### config.mk
export PLATFORM = sky130hd
export DESIGN_NAME = scl_timing_gen
export DESIGN_NICKNAME = d
export VERILOG_FILES = /design/src/rtl/scl_gen_pkg.sv /design/src/rtl/scl_prescaler.sv /design/src/rtl/scl_period_cfg.sv /design/src/rtl/scl_phase_fsm.sv /design/src/rtl/scl_timing_gen.sv
export SDC_FILE = /design/constraint.sdc
export NUM_CORES = 1
export LEC_CHECK = 0
export ABC_AREA = 1
export BUFFER_PORTS_ARGS = -buffer_cell sky130_fd_sc_hd__buf_2
export CAP_MARGIN = 20
export CORE_ASPECT_RATIO = 2
export CORE_UTILIZATION = 43
export CTS_CLUSTER_SIZE = 40
export DETAILED_ROUTE_END_ITERATION = 10
export PLACE_DENSITY = 0.6
export SYNTH_ARGS = -nofsm -noshare
export SYNTH_HDL_FRONTEND = slang
export SYNTH_SLANG_ARGS = --single-unit
### constraint.sdc
create_clock -name clk_i -period 3.3 [get_ports clk_i]
set_input_delay 0.165 -clock clk_i [delete_from_list [all_inputs] [get_ports clk_i]]
set_output_delay 0.165 -clock clk_i [all_outputs]
set_load 0.01 [all_outputs]
### src/rtl/scl_gen_pkg.sv
package scl_gen_pkg;
  typedef enum logic [1:0] {
    ST_IDLE = 2'd0,
    ST_LOW  = 2'd1,
    ST_WAIT = 2'd2,
    ST_HIGH = 2'd3
  } scl_st_e;
endpackage

### src/rtl/scl_prescaler.sv
module scl_prescaler #(
  parameter int CDF_W = 3
) (
  input  logic             clk_i,
  input  logic             rst_ni,
  input  logic             run_i,
  input  logic [CDF_W-1:0] cdf_i,
  output logic             tick_o
);
  logic [CDF_W-1:0] pre_q;

  assign tick_o = run_i && (pre_q >= cdf_i);

  always_ff @(posedge clk_i or negedge rst_ni) begin
    if (!rst_ni)      pre_q <= '0;
    else if (!run_i)  pre_q <= '0;
    else if (tick_o)  pre_q <= '0;
    else              pre_q <= pre_q + 1'b1;
  end
endmodule

### src/rtl/scl_period_cfg.sv
module scl_period_cfg #(
  parameter int CDF_W      = 3,
  parameter int SCGD_W     = 6,
  parameter int RND_W      = 4,
  parameter int BASE_TICKS = 20,
  parameter int SCGD_STEP  = 8,
  parameter int PER_W      = 10,
  localparam int DIV_W     = CDF_W + SCGD_W
) (
  input  logic             clk_i,
  input  logic             rst_ni,
  input  logic             load_i,
  input  logic [DIV_W-1:0] div_cfg_i,
  input  logic [RND_W-1:0] rnd_i,
  output logic [CDF_W-1:0] cdf_o,
  output logic [PER_W-1:0] lo_len_o,
  output logic [PER_W-1:0] hi_len_o,
  output logic [PER_W-1:0] lo_mid_o,
  output logic [PER_W-1:0] hi_mid_o
);
  logic [CDF_W-1:0]  cdf_q;
  logic [SCGD_W-1:0] scgd_q;
  logic [RND_W-1:0]  rnd_q;
  logic [PER_W-1:0]  per;

  always_ff @(posedge clk_i or negedge rst_ni) begin
    if (!rst_ni) begin
      cdf_q  <= '0;
      scgd_q <= '0;
      rnd_q  <= '0;
    end else if (load_i) begin
      cdf_q  <= div_cfg_i[CDF_W-1:0];
      scgd_q <= div_cfg_i[DIV_W-1:CDF_W];
      rnd_q  <= rnd_i;
    end
  end

  assign per      = PER_W'(BASE_TICKS) + PER_W'(scgd_q) * PER_W'(SCGD_STEP) + PER_W'(rnd_q);
  assign hi_len_o = per >> 1;
  assign lo_len_o = per - hi_len_o;
  assign lo_mid_o = lo_len_o >> 1;
  assign hi_mid_o = hi_len_o >> 1;
  assign cdf_o    = cdf_q;
endmodule

### src/rtl/scl_phase_fsm.sv
module scl_phase_fsm
  import scl_gen_pkg::*;
#(
  parameter int PER_W = 10
) (
  input  logic             clk_i,
  input  logic             rst_ni,
  input  logic             en_i,
  input  logic             tick_i,
  input  logic             scl_sense_i,
  input  logic [PER_W-1:0] lo_len_i,
  input  logic [PER_W-1:0] hi_len_i,
  input  logic [PER_W-1:0] lo_mid_i,
  input  logic [PER_W-1:0] hi_mid_i,
  output scl_st_e          state_o,
  output logic             load_o,
  output logic             sda_upd_o,
  output logic             sample_o
);
  scl_st_e          st_q, st_d;
  logic [PER_W-1:0] cnt_q, cnt_d;
  logic             lo_last, hi_last;

  assign lo_last = cnt_q == (lo_len_i - PER_W'(1));
  assign hi_last = cnt_q == (hi_len_i - PER_W'(1));

  always_comb begin
    st_d   = st_q;
    cnt_d  = cnt_q;
    load_o = 1'b0;
    if (st_q == ST_IDLE) begin
      cnt_d = '0;
      if (en_i) begin
        st_d   = ST_LOW;
        load_o = 1'b1;
      end
    end else if (!en_i) begin
      st_d  = ST_IDLE;
      cnt_d = '0;
    end else begin
      case (st_q)
        ST_LOW: if (tick_i) begin
          if (lo_last) begin
            st_d  = ST_WAIT;
            cnt_d = '0;
          end else cnt_d = cnt_q + 1'b1;
        end
        // high count starts only once the line is really high
        ST_WAIT: if (scl_sense_i) begin
          st_d  = ST_HIGH;
          cnt_d = '0;
        end
        ST_HIGH: if (tick_i) begin
          if (hi_last) begin
            st_d   = ST_LOW;
            cnt_d  = '0;
            load_o = 1'b1;
          end else cnt_d = cnt_q + 1'b1;
        end
        default: st_d = ST_IDLE;
      endcase
    end
  end

  always_ff @(posedge clk_i or negedge rst_ni) begin
    if (!rst_ni) begin
      st_q  <= ST_IDLE;
      cnt_q <= '0;
    end else begin
      st_q  <= st_d;
      cnt_q <= cnt_d;
    end
  end

  assign state_o   = st_q;
  assign sda_upd_o = tick_i && (st_q == ST_LOW)  && (cnt_q == lo_mid_i);
  assign sample_o  = tick_i && (st_q == ST_HIGH) && (cnt_q == hi_mid_i);
endmodule

### src/rtl/scl_timing_gen.sv
module scl_timing_gen
  import scl_gen_pkg::*;
#(
  parameter int CDF_W      = 3,
  parameter int SCGD_W     = 6,
  parameter int RND_W      = 4,
  parameter int BASE_TICKS = 20,
  parameter int SCGD_STEP  = 8,
  localparam int DIV_W     = CDF_W + SCGD_W,
  localparam int PER_MAX   = BASE_TICKS + SCGD_STEP * ((1 << SCGD_W) - 1) + (1 << RND_W) - 1,
  localparam int PER_W     = $clog2(PER_MAX + 1)
) (
  input  logic             clk_i,
  input  logic             rst_ni,
  input  logic             en_i,
  input  logic [DIV_W-1:0] div_cfg_i,
  input  logic [RND_W-1:0] rnd_i,
  input  logic             scl_sense_i,
  output logic             scl_low_o,
  output logic             scl_high_o,
  output logic             tick_o,
  output logic             sda_upd_o,
  output logic             sample_o
);
  scl_st_e          state;
  logic             load, tick;
  logic [CDF_W-1:0] cdf_act;
  logic [PER_W-1:0] lo_len, hi_len, lo_mid, hi_mid;

  scl_period_cfg #(
    .CDF_W(CDF_W), .SCGD_W(SCGD_W), .RND_W(RND_W),
    .BASE_TICKS(BASE_TICKS), .SCGD_STEP(SCGD_STEP), .PER_W(PER_W)
  ) u_cfg (
    .clk_i, .rst_ni,
    .load_i(load), .div_cfg_i, .rnd_i,
    .cdf_o(cdf_act), .lo_len_o(lo_len), .hi_len_o(hi_len),
    .lo_mid_o(lo_mid), .hi_mid_o(hi_mid)
  );

  scl_prescaler #(.CDF_W(CDF_W)) u_pre (
    .clk_i, .rst_ni,
    .run_i(state != ST_IDLE), .cdf_i(cdf_act), .tick_o(tick)
  );

  scl_phase_fsm #(.PER_W(PER_W)) u_fsm (
    .clk_i, .rst_ni, .en_i,
    .tick_i(tick), .scl_sense_i,
    .lo_len_i(lo_len), .hi_len_i(hi_len), .lo_mid_i(lo_mid), .hi_mid_i(hi_mid),
    .state_o(state), .load_o(load), .sda_upd_o, .sample_o
  );

  assign scl_low_o  = state == ST_LOW;
  assign scl_high_o = state == ST_HIGH;
  assign tick_o     = tick;
endmodule

==> metrics.yaml, run 1 <==
drt:
  detail-route-antenna-nets: 0
  wl_met3_um: 175
  firstDrtPassIters: 4
  top_layer_used: "met4"
  drc_errors: 0
  wire_per_inst_um: 14.0
  via_count: 3207
  wl_mm: 8.55
  detail_route.wirelength.met1_mm: 3.11
  drt-initial-drc-count: 101
  routed-wl-met2_mm: 4.72
  detail_route.vias_per_cell: 5.25
setup_path:
  critical_path.startpoint_type: "flip-flop"
  regToRegSetupSlack_ns: 0.06
  timing.critical_path.slowest_cell_delay_ns: 0.43
  r2r_start: "u_cfg.rnd_q[3]"
  kind_of_end_point_of_the_critical_path: "flip-flop"
  cp.arrival_ns: 3.39
  crit_slowest_cell: "dfrtp_2"
  required_ns: 3.45
  cp_cell_sequence: "fa_2 -> nand2_1 -> nand2_2 -> inv_2 -> buf_4 -> ha_2 -> nand2_2 -> nand3b_1 -> xor2_2 -> xor2_1 -> nand2_1 -> nor2_1 -> nand4_1 -> nor3_2 -> o21ai_4 -> clkbuf_16 -> nor2_1 -> a21oi_1"
  worst-setup-path-type: "reg -> reg"
  worst_r2r_endpoint: "u_cfg.rnd_q[1]"
  worstPathMaxFanout: 6
  reg2reg_depth: 18
final_layout:
  finish.net_count: 561
  sequential_cell_area_um2: 702
  fin_cells: 611
  filler_cell_count: 739
  layout-drive-gt1-share: 0.322
  diodes: 0
  flow.area_growth_from_synthesis_pct: 24.6
  post_layout_inst_area_um2: 4010
  footprint_of_the_multi_input_gates_um2: 2530
die:
  num_io_pins: 22
  die-area_um2: 7860
  die_height_um: 124
  floorplan.initialDensity: 0.443
  row_count: 44
  core_area_um2: 7270
  chipWidth_um: 63.2
cts:
  clock_path_buffers: 2
  clockRootBuffer: "clkbuf_16"
  cts_tree: "yes"
  cts_made_buffers: 3
  worstSkewPairLatency_ns: 0.27
  clk_transition_reported_paths_ns: 0.07
  cts_num_sinks: 28
  htree_levels: 1
grt:
  largest_net_degree_at_the_start_of_global_routing: 29
  congestion_overflow_gr: 0
  grt_pass1_vias: 3124
  antenna_found_initial: 0
  groute.usage.overall: 0.220
  grt_pass1_wl_mm: 13.7
yosys:
  syn_inst: 476
  synth.ff_latch_count: 28
  syn_nets: 517
  synth_edf_count: 0
  postSynth.topFlopCell: "dfrtp_1"
  netlist_area_um2: 3220
  synth_area_per_cell_um2: 6.76
  async_reset_ff_frac: 1.00
  yosysSeqAreaShare: 0.218
  synth_warnings: 0
  synthDistinctLibCells: 39
timing:
  worst_pin_slew_ns: 0.625
  final.setup_skew_ns: 0.00386
  drv_slew: 0
  setup_viol_count_final: 0
  final_hold_viol_count: 0
  worst_hold_slack_ns: 0.122
  worst_slew_margin_rel: 0.584
  rsz0062_at_grt: "yes"
  layout_worst_path_cycle_share: 0.983
  final_period_minus_worst_setup_slack_ns: 3.24
  clock.fmax_mhz: 308
worst_hold_path:
  hold_depth: 3
  hold_path_startpoint: "div_cfg_i[3]"
  min-delay-path-class: "in -> reg"
  min_to: "u_cfg.scgd_q[0]"
outcome:
  run_status: "finished, final reports clean"
placement:
  detailed_place_hpwl_mm: 6.85
  place_area_um2: 3500
  place_congestion: 0.932
  dp.cells: 594
  io_buffer_count: 21
job:
  cap_violations: 0
-- cell type report --
type                       count  share of cell area
sequential                    28               0.175
clock buffer                   4              0.0221
inverter                      55              0.0521
multi-input combinational    385               0.631
timing repair buffer          47              0.0911
tap                           92              0.0287
-- sequential cells by signal (all words and copies together) (netlist names) --
register / cells
u_fsm.cnt_q: 10
u_cfg.rnd_q: 4
u_fsm.state_o: 2
u_pre.pre_q: 3
u_cfg.scgd_q: 6
u_cfg.cdf_o: 3
-- cells in the final DEF, fill, tap and decap left out, types with 15 or more instances in the layout --
cell type	count
ha_1	17
xor2_1	19
nand2_2	38
buf_2	21
nand2_1	105
a21oi_2	15
dfrtp_1	27
a21oi_1	16
inv_1	44
buf_4	18
nand3_1	39
nor2_1	36
-- cell usage after synthesis, types with 3 or more instances --
cell        n  area, um2
a21oi_2    12        105
xnor2_1     5       43.8
clkbuf_1    3       11.3
dfrtp_1    28        701
nand2_2    29        181
nand3_2     6       60.1
o211ai_1    3       22.5
inv_2       9       33.8
o22ai_1     3       18.8
nor3_1      6       30.0
inv_1      45        169
nand2_1   118        443
a211oi_1    4       30.0
nand3_1    44        220
ha_1       22        275
xor2_1     21        184
nand4_1    10       62.6
o21ai_1     5       25.0
nand2_4     5       56.3
a21oi_1    20        100
o21ai_0     5       25.0
nor2_1     47        176
nand3b_1    5       37.5
-- cell families (layout without fill, tap and decap cells) --
logic type,Yosys count,after routing,share of synthesized area
AO/OA/AOI/OAI,59,59,0.121
XOR/XNOR,26,26,0.0707
adder cells (fa/ha/maj),24,24,0.0979
buffers and inverters,63,106,0.0785
flip-flops,28,28,0.218
AND/OR/NAND/NOR,276,276,0.414
-- layer usage --
layer	vias to the layer above	track usage
met5	-	0
met4	0	0.154
met3	35	0.0229
met2	73	0.423
met1	1461	0.207
li1	1638	-
-- worst max-delay path by stage --
stage	startpoint	end	slack, ns
global route	u_cfg.rnd_q[3]	sda_upd_o	-0.11
detailed placement	u_cfg.rnd_q[2]	u_fsm.state_o[1]	-0.03
CTS	u_cfg.rnd_q[2]	sda_upd_o	0.003
global placement	u_cfg.rnd_q[2]	u_fsm.state_o[1]	0.07
floorplan	u_cfg.rnd_q[2]	u_fsm.cnt_q[2]	0.009
finish	u_cfg.rnd_q[3]	u_cfg.rnd_q[1]	0.06
-- worst max-delay path, delay by kind of cell (launching register included) --
kind	cells	cell delay [ns]
simple gates	9	1.17
fa+ha+maj	2	0.57
flops	1	0.43
xor+xnor	2	0.39
buf+inv	3	0.38
compound gates	2	0.17
-- timing repair --
item | in CTS | in global routing
cloned | 0 | 3
gates resized for setup | 5 | 62
endpoints found under the setup margin | 12 | 26
hold buffers | 1 | 0
setup buffers | 1 | 8
pin swaps | 3 | 25
endpoints found under the hold margin | 28 | 0
-- through the flow --
step	utilization	setup slack (ns)	TNS, ns
floorplan	-	0.00887	0
global placement	0.482	0.0679	0
detailed placement	0.482	-0.0305	-0.145
CTS	0.500	0.00282	0
global route	0.552	-0.107	-1.03
finish	0.552	0.0564	0
Power of run 1 is left out: the tool's default activity adds up to more than one toggle a clock period on the data nets, which glitch-free logic cannot reach.
==> inputs of run 2 (changes only) <==
- BUFFER_PORTS_ARGS: -buffer_cell sky130_fd_sc_hd__buf_2 -> default
- CELL_PAD_IN_SITES_DETAIL_PLACEMENT: default -> 0
- CELL_PAD_IN_SITES_GLOBAL_PLACEMENT: default -> 1
- CORE_UTILIZATION: 43 -> 42
- DONT_BUFFER_PORTS: default -> 1
- PLACE_DENSITY: 0.6 -> 0.75
==> run 2 against run 1 <==
Wire length is 1.8% higher; register-to-register slack better by 0.02 ns; setup slack worse by 0.068 ns; hold slack worse by 0.098 ns; via count is 3.6% lower; design area is 3.6% lower; clock skew is 0.0036 ns higher; count of clock-buffer cells in the layout is 1 lower; the flow now finishes with violations (setup timing).
==> metrics.yaml, run 2 (synthesis gave the netlist of run 1 again) <==
setup_path:
  timing.critical_path.slowest_cell_delay_ns: 0.66  # +0.23 ns
  crit_slowest_cell: "fa_2"
  worstPathMaxFanout: 5  # -1
  worst-setup-path-type: "reg -> out"
  cp.arrival_ns: 3.15  # -0.24 ns
  required_ns: 3.13  # -0.32 ns
  kind_of_end_point_of_the_critical_path: "output pin"
  critical_path.startpoint_type: "flip-flop"
  cp_common_cell: "nand2_2"
  cp_cell_sequence: "fa_2 -> ha_4 -> a21oi_2 -> nand2_2 -> buf_6 -> nand3_4 -> nand2_2 -> nand2_2 -> nand2_4 -> xor2_1 -> a211oi_2 -> buf_4 -> o211ai_1 -> nor3_1 -> buf_4"
drt:
  via_count: 3093  # -3.6%
  detail_route.vias_per_cell: 5.22  # -0.63%
  firstDrtPassIters: 6  # +2
  drc_errors: 0  # unchanged
  drt-initial-drc-count: 91  # -9.9%
  detail-route-antenna-nets: 0  # unchanged
  wire_per_inst_um: 14.7  # +4.9%
  wl_mm: 8.70  # +1.8%
placement:
  place_congestion: 0.909  # -2.4%
  io_buffer_count: 0  # -100%
  detailed_place_hpwl_mm: 7.08  # +3.4%
die:
  chipWidth_um: 63.9  # +1.1%
  num_io_pins: 22  # unchanged
  die_height_um: 126  # +1.2%
  die-area_um2: 8040  # +2.3%
  row_count: 44  # unchanged
  floorplan.initialDensity: 0.440  # -0.00333
  core_area_um2: 7320  # +0.76%
final_layout:
  biggestRegsByFlops: "u_fsm.cnt_q (10), u_cfg.scgd_q (6), u_cfg.rnd_q (4)"
  largest_register_ffs: 10  # unchanged
  finish.net_count: 543  # -3.2%
  largest-register: "u_fsm.cnt_q"
  layout-drive-gt1-share: 0.269  # -0.0523
  commonest_non_fill_non_tap_cell_in_the_layout: "nand2_1"
  flow.area_growth_from_synthesis_pct: 20.1
  final_cell_mix: "109 x nand2_1, 42 x inv_1, 41 x nand3_1"
  final_util: 0.528  # -0.0240
  diodes: 0  # unchanged
timing:
  layout_worst_path_cycle_share: 1.00  # +0.0206
  final.setup_skew_ns: 0.00741  # +0.00355 ns
  final_hold_viol_count: 0  # unchanged
  setup_viol_count_final: 1  # +1
  drv_slew: 0  # unchanged
  final_period_minus_worst_setup_slack_ns: 3.31  # +0.0680 ns
  worst_pin_slew_ns: 0.635  # +0.0104 ns
  worst_slew_margin_rel: 0.575  # -0.00850
  clock.fmax_mhz: 302  # -2.1%
  finalWorstSetupSlack_ns: -0.0116  # -0.0680 ns
  rsz0062_at_grt: "yes"
grt:
  grt_pass1_wl_mm: 14.5  # +5.5%
  congestion_overflow_gr: 0  # unchanged
  groute.usage.overall: 0.235  # +0.0145
  largest_net_degree_at_the_start_of_global_routing: 29  # unchanged
  grt_pass1_vias: 3042  # -2.6%
  antenna_found_initial: 0  # unchanged
job:
  cap_violations: 0  # unchanged
cts:
  cts_made_buffers: 3  # unchanged
  htree_levels: 1  # unchanged
  cts_num_sinks: 28  # unchanged
  clockRootBuffer: "clkbuf_16"
  clock_path_buffers: 2  # unchanged
  clk_transition_reported_paths_ns: 0.06  # about the same
  cts_tree: "yes"
  worstSkewPairLatency_ns: 0.27  # about the same
outcome:
  failed_checks: "setup timing"
  run_status: "finished with violations"
worst_hold_path:
  min-delay-path-class: "in -> reg"
==> run 2: cell count changes in the layout (fill, tap and decap cells not counted), moves of 3 or more <==
cell and change:
nand2_1 +4, nand3_2 -3, nand2_2 -7, nor2_4 -3, nor2_1 +3, buf_4 +4
buf_2 -21
==> run 2: area by class of cell <==
class                      instances  area (um2)
tap                               92         115
sequential                        28         701
clock buffer                       3        75.1
inverter                          55         211
timing repair buffer              29         251
fill                             741        3450
multi-input combinational        385        2480
clock inverter                     1        30.0
==> run 2: repair_timing <==
action | CTS | global route
hold buffers | 2 | 0
pin swaps | 9 | 16
resized for setup | 17 | 42
hold endpoints to repair | 28 | 0
endpoints found under the setup margin | 22 | 21
buffers inserted | 6 | 4
==> run 2: worst max-delay path, delay by kind of cell (launching register included) <==
kind	cells	cell delay, ns
buffers and inverters	3	0.43
XOR/XNOR	1	0.15
AND/OR/NAND/NOR	6	0.56
flip-flops	1	0.40
adder cells (fa/ha/maj)	2	0.90
AO/OA/AOI/OAI	3	0.44
==> run 2: per-layer routing <==
layer,GRT usage,vias up,routed length [um],part of all wire
li1,-,1608,-,-
met5,0,-,0,0
met1,0.239,1403,3230,0.37
met2,0.453,56,4790,0.55
met4,0.115,0,456,0.052
met3,0.0254,26,221,0.025
==> run 2: path summary, 6_finish.rpt <==
kind                           startpoint               end  slack, ns  depth (start not counted)
max                        u_cfg.rnd_q[2]         sda_upd_o      -0.01                         15
min                          div_cfg_i[0]    u_cfg.cdf_o[0]       0.02                          2
max reg2reg                u_cfg.rnd_q[2]  u_fsm.state_o[1]       0.08                         24
min reg2reg                u_pre.pre_q[0]    u_pre.pre_q[0]       0.46                          1
max in group asynchronous          rst_ni    u_cfg.rnd_q[0]       2.81                          2
min in group asynchronous          rst_ni  u_fsm.state_o[0]       0.31                          2
==> run 2: through the flow <==
step                hold slack (ns)  cell area [um2]  std cells  setup slack [ns]  TNS [ns]
floorplan                    -0.131             3220        476           0.00887         0
global placement             -0.130             3420        577            -0.178     -1.66
detailed placement           -0.130             3420        577            -0.170     -1.59
CTS                          0.0209             3680        589           -0.0320   -0.0320
global route                 0.0264             3870        593            -0.164    -0.836
finish                       0.0240             3870        593           -0.0116   -0.0116
Power of run 2 is left out for the same reason.
==> inputs of run 3 (changes only) <==
- PLACE_DENSITY: 0.75 -> 0.84
==> run 3 against run 2 <==
Sequential share of layout area rose by 0.088 points; design area fell by 0.13%; die area did not move; the flow still finishes with violations (setup timing); setup slack got worse by 0.070 ns; non-clock buffer count fell by 5; register-to-register slack barely moved; utilization fell by 0.068 points; count of clock-buffer cells in the layout did not move; critical endpoint unchanged; first-iteration DRC count rose by 29%; flip-flop and latch count did not move.
==> metrics.yaml, run 3 (synthesis gave the netlist of run 1 again) <==
timing:
  setup_viol_count_final: 1  # unchanged
  worst_slew_margin_rel: 0.650  # +0.0749
  final.setup_skew_ns: 0.00797  # +0.000563 ns
  final_hold_viol_count: 0  # unchanged
  final_period_minus_worst_setup_slack_ns: 3.38  # +0.0699 ns
  tns_ns: -0.0815  # -0.0699 ns
  clock.fmax_mhz: 296  # -2.1%
  worst_hold_slack_ns: 0.0269  # +0.00299 ns
  rsz0062_at_grt: "yes"
  drv_slew: 0  # unchanged
  worst_pin_slew_ns: 0.512  # -0.123 ns
  finalWorstSetupSlack_ns: -0.0815  # -0.0699 ns
  layout_worst_path_cycle_share: 1.02  # +0.0212
outcome:
  failed_checks: "setup timing"
  run_status: "finished with violations"
setup_path:
  worst-setup-path-type: "reg -> out"
  required_ns: 3.13  # about the same
  cp.arrival_ns: 3.22  # +0.07 ns
  crit_path_start: "u_cfg.scgd_q[0]"
  kind_of_end_point_of_the_critical_path: "output pin"
  worstPathMaxFanout: 5  # unchanged
  r2r_start: "u_cfg.scgd_q[0]"
  critical_path.startpoint_type: "flip-flop"
drt:
  detail_route.wirelength.met1_mm: 3.25  # +0.68%
  detail_route.vias_per_cell: 5.43  # +4.1%
  detail-route-antenna-nets: 0  # unchanged
  wl_mm: 9.07  # +4.2%
  drc_errors: 0  # unchanged
  firstDrtPassIters: 4  # -2
  wire_per_inst_um: 15.4  # +4.8%
  top_layer_used: "met4"
  via_count: 3202  # +3.5%
  routed-wl-met2_mm: 4.82  # +0.58%
  drt-initial-drc-count: 117  # +29%
  wl_met3_um: 236  # +6.8%
final_layout:
  largest-register: "u_fsm.cnt_q"
  final_cell_mix: "107 x nand2_1, 43 x inv_1, 41 x nand3_1"
  layout-drive-gt1-share: 0.269  # -0.000385
  finish.net_count: 540  # -0.55%
  flow.area_growth_from_synthesis_pct: 20.0
  largest_register_ffs: 10  # unchanged
  diodes: 0  # unchanged
  biggestRegsByFlops: "u_fsm.cnt_q (10), u_cfg.scgd_q (6), u_cfg.rnd_q (4)"
  commonest_non_fill_non_tap_cell_in_the_layout: "nand2_1"
  final_util: 0.528  # -0.000683
die:
  num_io_pins: 22  # unchanged
  die-area_um2: 8040  # unchanged
  core_area_um2: 7320  # unchanged
  chipWidth_um: 63.9  # unchanged
  row_count: 44  # unchanged
  die_height_um: 126  # unchanged
  floorplan.initialDensity: 0.440  # unchanged
cts:
  htree_levels: 1  # unchanged
  cts_num_sinks: 28  # unchanged
  worstSkewPairLatency_ns: 0.27  # about the same
  clockRootBuffer: "clkbuf_16"
  cts_made_buffers: 3  # unchanged
  clk_transition_reported_paths_ns: 0.06  # about the same
  cts_tree: "yes"
  clock_path_buffers: 2  # unchanged
grt:
  grt_pass1_vias: 3184  # +4.7%
  largest_net_degree_at_the_start_of_global_routing: 29  # unchanged
  groute.usage.overall: 0.231  # -0.00356
  congestion_overflow_gr: 0  # unchanged
  grt_pass1_wl_mm: 14.5  # +0.15%
  antenna_found_initial: 0  # unchanged
placement:
  placement.setup.worst_slack_ns: -0.0622  # +0.107 ns
  io_buffer_count: 0  # unchanged
  place_congestion: 0.945  # +3.9%
  detailed_place_hpwl_mm: 7.02  # -0.90%
worst_hold_path:
  min-delay-path-class: "in -> reg"
  hold_path_startpoint: "div_cfg_i[3]"
job:
  cap_violations: 0  # unchanged
-- run 3: through the flow --
| step | cells | instance area [um2] |
|---|---|---|
| CTS | 582 | 3610 |
| global placement | 574 | 3390 |
| floorplan | 476 | 3220 |
| global route | 590 | 3860 |
| finish | 590 | 3860 |
| detailed placement | 574 | 3390 |
-- run 3: worst paths after layout --
check | slack, ns | depth (start not counted) | to
min in group asynchronous | 0.32 | 2 | u_pre.pre_q[0]
hold / removal | 0.03 | 2 | u_cfg.scgd_q[0]
max in group asynchronous | 2.80 | 2 | u_cfg.rnd_q[1]
setup / recovery | -0.08 | 14 | sda_upd_o
hold reg to reg | 0.47 | 1 | u_pre.pre_q[0]
setup reg to reg | 0.07 | 23 | u_fsm.state_o[1]
-- run 3: layout make-up --
type	count	area [um2]
flip-flops and latches	28	703
multi-input cells	387	2510
well taps	92	115
fillers	716	3460
clock buffers	3	75.1
repair buffers	24	215
clock inverters	1	30.0
inverters	55	209
-- run 3: critical path: stages, from the launching register on --
cell,delay [ns]
dfrtp_2,0.45
fa_2,0.67
ha_4,0.24
a21oi_2,0.15
nand2_2,0.11
buf_6,0.14
nand3_4,0.08
nand2_2,0.05
nand2_2,0.10
nand2_4,0.09
xor2_1,0.15
a211oi_2,0.29
o211ai_1,0.13
nor3_1,0.15
buf_4,0.15
-- run 3: what timing repair did --
item                                   in CTS  in global routing
pin swaps                                   3                 33
setup endpoints to repair                  15                 17
gates cloned                                0                  2
hold buffers                                2                  0
resized for setup                          13                 43
setup buffers                               2                  7
endpoints found under the hold margin      28                  0
-- run 3: routing by layer --
layer,vias up,global-route usage
li1,1601,-
met1,1499,0.228
met2,65,0.419
met3,37,0.0236
met4,0,0.190
met5,-,0
Power of run 3 is left out for the same reason.
